$ cat src/rtl/gray_split_pkg.sv
package gray_split_pkg;
  // Working width for the shared code helpers; counters narrower than this
  // zero-extend on the way in and truncate on the way out.
  localparam int GW = 16;

  typedef enum logic {
    HS_IDLE = 1'b0,
    HS_RUN  = 1'b1
  } half_state_e;

  // Binary position to reflected Gray code.
  function automatic logic [GW-1:0] to_gray(input logic [GW-1:0] b);
    return b ^ (b >> 1);
  endfunction

  // Reflected Gray code back to binary position (prefix XOR from the top).
  function automatic logic [GW-1:0] to_bin(input logic [GW-1:0] g);
    logic [GW-1:0] r;
    r[GW-1] = g[GW-1];
    for (int i = GW - 2; i >= 0; i--) begin
      r[i] = r[i+1] ^ g[i];
    end
    return r;
  endfunction
endpackage

$ cat src/rtl/gray_half_fsm.sv
module gray_half_fsm #(
  parameter int CNT_W        = 3,
  parameter bit START_ACTIVE = 1'b0,
  localparam int LOC_W       = CNT_W - 1
) (
  input  logic             clk,
  input  logic             rst,
  input  logic             dir_up,
  input  logic             enter_low,
  input  logic             enter_high,
  output logic             run,
  output logic [LOC_W-1:0] loc_idx,
  output logic             leave_up,
  output logic             leave_down
);
  import gray_split_pkg::*;

  localparam logic [LOC_W-1:0] LOC_MAX = {LOC_W{1'b1}};
  localparam logic [LOC_W-1:0] LOC_ONE = LOC_W'(1);

  half_state_e st_q, st_d;
  logic [LOC_W-1:0] idx_q, idx_d;

  // Running off either end of this half hands the count to the peer.
  assign leave_up   = (st_q == HS_RUN) &&  dir_up && (idx_q == LOC_MAX);
  assign leave_down = (st_q == HS_RUN) && !dir_up && (idx_q == '0);

  always_comb begin
    st_d  = st_q;
    idx_d = idx_q;
    if (st_q == HS_RUN) begin
      if (leave_up || leave_down) begin
        st_d = HS_IDLE;
      end else if (dir_up) begin
        idx_d = idx_q + LOC_ONE;
      end else begin
        idx_d = idx_q - LOC_ONE;
      end
    end else if (enter_low) begin
      st_d  = HS_RUN;
      idx_d = '0;
    end else if (enter_high) begin
      st_d  = HS_RUN;
      idx_d = LOC_MAX;
    end
  end

  always_ff @(posedge clk) begin
    if (rst) begin
      st_q  <= START_ACTIVE ? HS_RUN : HS_IDLE;
      idx_q <= '0;
    end else begin
      st_q  <= st_d;
      idx_q <= idx_d;
    end
  end

  assign run     = (st_q == HS_RUN);
  assign loc_idx = idx_q;
endmodule

$ cat src/rtl/gray_out_sel.sv
module gray_out_sel #(
  parameter int CNT_W  = 3,
  localparam int LOC_W = CNT_W - 1
) (
  input  logic             a_run,
  input  logic             b_run,
  input  logic [LOC_W-1:0] a_idx,
  input  logic [LOC_W-1:0] b_idx,
  output logic [CNT_W-1:0] cnt_gray,
  output logic             cnt_valid
);
  import gray_split_pkg::*;

  logic [CNT_W-1:0] pos_bin;

  // The half index is the top binary bit; the local index fills the rest.
  always_comb begin
    if (b_run) pos_bin = {1'b1, b_idx};
    else       pos_bin = {1'b0, a_idx};
    cnt_gray = CNT_W'(to_gray(GW'(pos_bin)));
  end

  assign cnt_valid = a_run ^ b_run;
endmodule

$ cat src/rtl/gray_split_counter.sv
module gray_split_counter #(
  parameter int CNT_W = 3
) (
  input  logic             clk,
  input  logic             rst,
  input  logic             up_dn,
  output logic [CNT_W-1:0] cnt_gray,
  output logic             cnt_valid
);
  localparam int LOC_W = CNT_W - 1;

  logic             a_run, b_run;
  logic [LOC_W-1:0] a_idx, b_idx;
  logic             a_leave_up, a_leave_down;
  logic             b_leave_up, b_leave_down;

  // Lower half: starts running at reset.
  gray_half_fsm #(.CNT_W(CNT_W), .START_ACTIVE(1'b1)) u_lo (
    .clk       (clk),
    .rst       (rst),
    .dir_up    (up_dn),
    .enter_low (b_leave_up),
    .enter_high(b_leave_down),
    .run       (a_run),
    .loc_idx   (a_idx),
    .leave_up  (a_leave_up),
    .leave_down(a_leave_down)
  );

  // Upper half: idle at reset.
  gray_half_fsm #(.CNT_W(CNT_W), .START_ACTIVE(1'b0)) u_hi (
    .clk       (clk),
    .rst       (rst),
    .dir_up    (up_dn),
    .enter_low (a_leave_up),
    .enter_high(a_leave_down),
    .run       (b_run),
    .loc_idx   (b_idx),
    .leave_up  (b_leave_up),
    .leave_down(b_leave_down)
  );

  gray_out_sel #(.CNT_W(CNT_W)) u_sel (
    .a_run    (a_run),
    .b_run    (b_run),
    .a_idx    (a_idx),
    .b_idx    (b_idx),
    .cnt_gray (cnt_gray),
    .cnt_valid(cnt_valid)
  );
endmodule

$ cat config.mk
export PLATFORM = sky130hd
export DESIGN_NAME = gray_split_counter
export DESIGN_NICKNAME = d
export VERILOG_FILES = /design/src/rtl/gray_split_pkg.sv /design/src/rtl/gray_half_fsm.sv /design/src/rtl/gray_out_sel.sv /design/src/rtl/gray_split_counter.sv
export SDC_FILE = /design/constraint.sdc
export NUM_CORES = 1
export LEC_CHECK = 0
export ABC_CLOCK_PERIOD_IN_PS = 1700
export CORE_AREA = 2 2 39 41
export CTS_BUF_LIST = sky130_fd_sc_hd__clkbuf_2 sky130_fd_sc_hd__clkbuf_4 sky130_fd_sc_hd__clkbuf_8
export DETAILED_ROUTE_END_ITERATION = 7
export DIE_AREA = 0 0 41 43
export GPL_TIMING_DRIVEN = 1
export PLACE_DENSITY = 0.6
export SLEW_MARGIN = 10
export SYNTH_ARGS = -nofsm -noshare
export SYNTH_HDL_FRONTEND = slang
export SYNTH_SLANG_ARGS = --single-unit
$ cat constraint.sdc
create_clock -name clk -period 1.7 [get_ports clk]
set_input_delay 0.255 -clock clk [delete_from_list [all_inputs] [get_ports clk]]
set_output_delay 0.255 -clock clk [all_outputs]
set_load 0.02 [all_outputs]
==> impl_metrics.ini <==
[sta]
setup_viol_count_final = 0
post-route-min-period_ps = 1560
final_min_period_over_clock_period_pct = 91.7
grt_setup_unrepaired = no
clock_skew_ps = 1.34
fmax_mhz = 642
timing_worst_slew_pin_value_ps = 267
final.setup.tns_ps = 0
hold_viol = 0
timing_max_transition_violations_final = 0
slew_hr_pct = 82.2

[floorplanning]
dieArea_um2 = 1760
die_y_um = 43
initial_utilization_pct = 34.5
num_rows = 14
floorplan.core_area_um2 = 1380
chipWidth_um = 41
floorplan.io_pins = 7

[critical_path]
classification_of_the_worst_setup_path = reg -> out
critPathLaunch = u_lo.loc_idx[0]
worstReg2RegStart = u_lo.loc_idx[0]
critical_path_cell_sequence = xor2_1 -> nor2_1 -> a21oi_1 -> dlygate4sd2_1
crit_path_end_kind = output pin
cp_data_required_time_ps = 1440
type_of_origin_of_the_critical_path = flip-flop
critical_path.max_stage_delay_ps = 340
crit_path_max_fanout = 2
critPathSlowestCell = dfxtp_1
critPathArrivalTime_ps = 1300

[clock_tree]
clock_path_buffers = 2
cts_root_buf = clkbuf_4
tritoncts = built
insertion_delay_ps = 250
cts_buffers = 3
clock_sinks = 6
worst_setup_hold_path_clk_slew_ps = 40
htree_levels = 1
post_cts_buffers = 0

[yosys]
syn-num-nets = 62
synth_seq_area_share_pct = 25.1
synth-main-ff-cell = dfxtp_1
post_synth_instance_area_um2 = 478
ys_seq_elements = 6
synth_cell_type_count = 30
async_sr_flop_fraction_pct = 0
netlist_instances = 59
synth_enable_flop_cells = 0
syn_area_per_cell_um2 = 8.10
synth-warning-count = 0

[drt]
routedWlPerCell_um = 11.7
detail_route.first_pass.iterations = 4
post-route-drc-count = 0
drtAntennaViolNets = 0
route.detailed.vias_per_inst = 5.34
detail_route.iter0.violations = 4
postRouteWirelength_mm = 1.01
via_count = 459

[cells_and_area]
fraction_of_layout_cells_with_a_size_suffix_above_1_pct = 22.9
diodes = 0
layout_common_cells = buf_4, dfxtp_1, nand2_1
layout.cells.most_common = buf_4
syn_to_final_growth_pct = 24.3
finalCoreUtilization_pct = 42.9
final_net_count = 75

[power]
power.share.switching_pct = 42.7
static-leakage-power_nw = 0.263
pwr-share-comb_pct = 65.0
vdd_ir_drop_max_mv = 0.710
p_int_uw = 597
power_density_nw_per_um2 = 1750
power_switching_uw = 445
pwr-share-seq_pct = 22.2
power_frac_clock_pct = 12.7

[placement]
hpwl_um = 753
portBuffers = 6
gpl.final_weighted_congestion = 0.796

[worst_hold_path]
min-delay-path-class = reg -> reg
hold_path.startpoint = u_lo.loc_idx[0]

[job]
max_cap_violations = 0

[global_route]
global_route_total_usage_across_every_layer_pct = 16.0
wire_length_of_the_first_global_routing_pass_mm = 1.82
largest_net_degree_at_the_start_of_global_routing = 12
antenna_found_initial = 0
number_of_global_route_vias_before_repair = 422
aggregate_global_routing_overflow = 0

[run_status]
run_status = finished, final reports clean
[flip-flops by register name, summed over array words and instances (netlist names)]
signal,count
u_hi.run,1
u_lo.loc_idx,2
u_hi.loc_idx,2
u_lo.run,1
[power by group through the flow]
stage	clock, mW	sequential, mW	combinational, mW
3_5_place_dp	0	0.235	0.711
3_3_place_gp	0	0.234	0.713
2_1_floorplan	0	0.220	0.501
5_1_grt	0.151	0.240	0.748
6_report	0.133	0.232	0.678
4_1_cts	0.138	0.233	0.686
[synthesized netlist by cell type (3+ instances only)]
library cell,number,area (um2)
nand3_1,4,20.0
clkbuf_1,3,11.3
nor2_1,4,15.0
nand2_1,5,18.8
buf_6,3,33.8
dfxtp_1,6,120
xor2_1,4,35.0
[timing repair]
action	CTS	global route
setup endpoints to repair	3	1
hold buffers	0	0
gates resized for setup	3	1
pin swaps	0	0
[final timing paths]
path | endpoint | slack [ps] | cells after the start
hold / removal | u_lo.loc_idx[0] | 640 | 3
setup reg to reg | u_lo.loc_idx[1] | 150 | 4
setup / recovery | cnt_gray[0] | 140 | 4
hold reg to reg | u_lo.loc_idx[0] | 640 | 3
[cells by family after synthesis]
group                  count (synthesis)  share of synthesized area [%]
buffers and inverters                  9                           12.6
multiplexers                           2                           4.45
XOR/XNOR                               5                           9.16
AND/OR/NAND/NOR                       21                           23.0
AO/OA/AOI/OAI                         16                           25.7
flip-flops                             6                           25.1
[per-stage QoR]
stage | std cells | setup WS, ps | total power, mW | hold WS (ps) | cell area, um2
after global routing | 86 | 32.7 | 1.14 | 706 | 594
after CTS | 86 | 1.33 | 1.06 | 644 | 592
after global placement | 83 | -38.5 | 0.947 | 632 | 573
final | 86 | 141 | 1.04 | 642 | 594
after detailed placement | 83 | -67.4 | 0.946 | 636 | 573
after floorplan | 59 | 256 | 0.720 | 324 | 478
[per-layer routing]
layer,part of all wire [%],track usage [%]
met4,2.9,8.00
met3,5.0,7.85
met5,0,0
met1,44,20.0
met2,48,21.9
[final cells by class]
cell class | instances | area [um2]
Clock buffer | 3 | 22.5
Fill cell | 162 | 790
Inverter | 2 | 7.51
Multi-Input combinational cell | 44 | 298
Sequential cell | 6 | 120
Tap cell | 16 | 20.0
Timing Repair Buffer | 15 | 126
[worst max-delay path, delay by kind of cell, from the launching register on]
family                    cells  cell delay, ps
DFF                           1             340
buffers and inverters         1             340
xor gates and xnor gates      1             220
AOI/OAI and AO/OA             1             110
and+or+nand+nor               1              60
No activity file was read; power rests on OpenSTA's default activity.
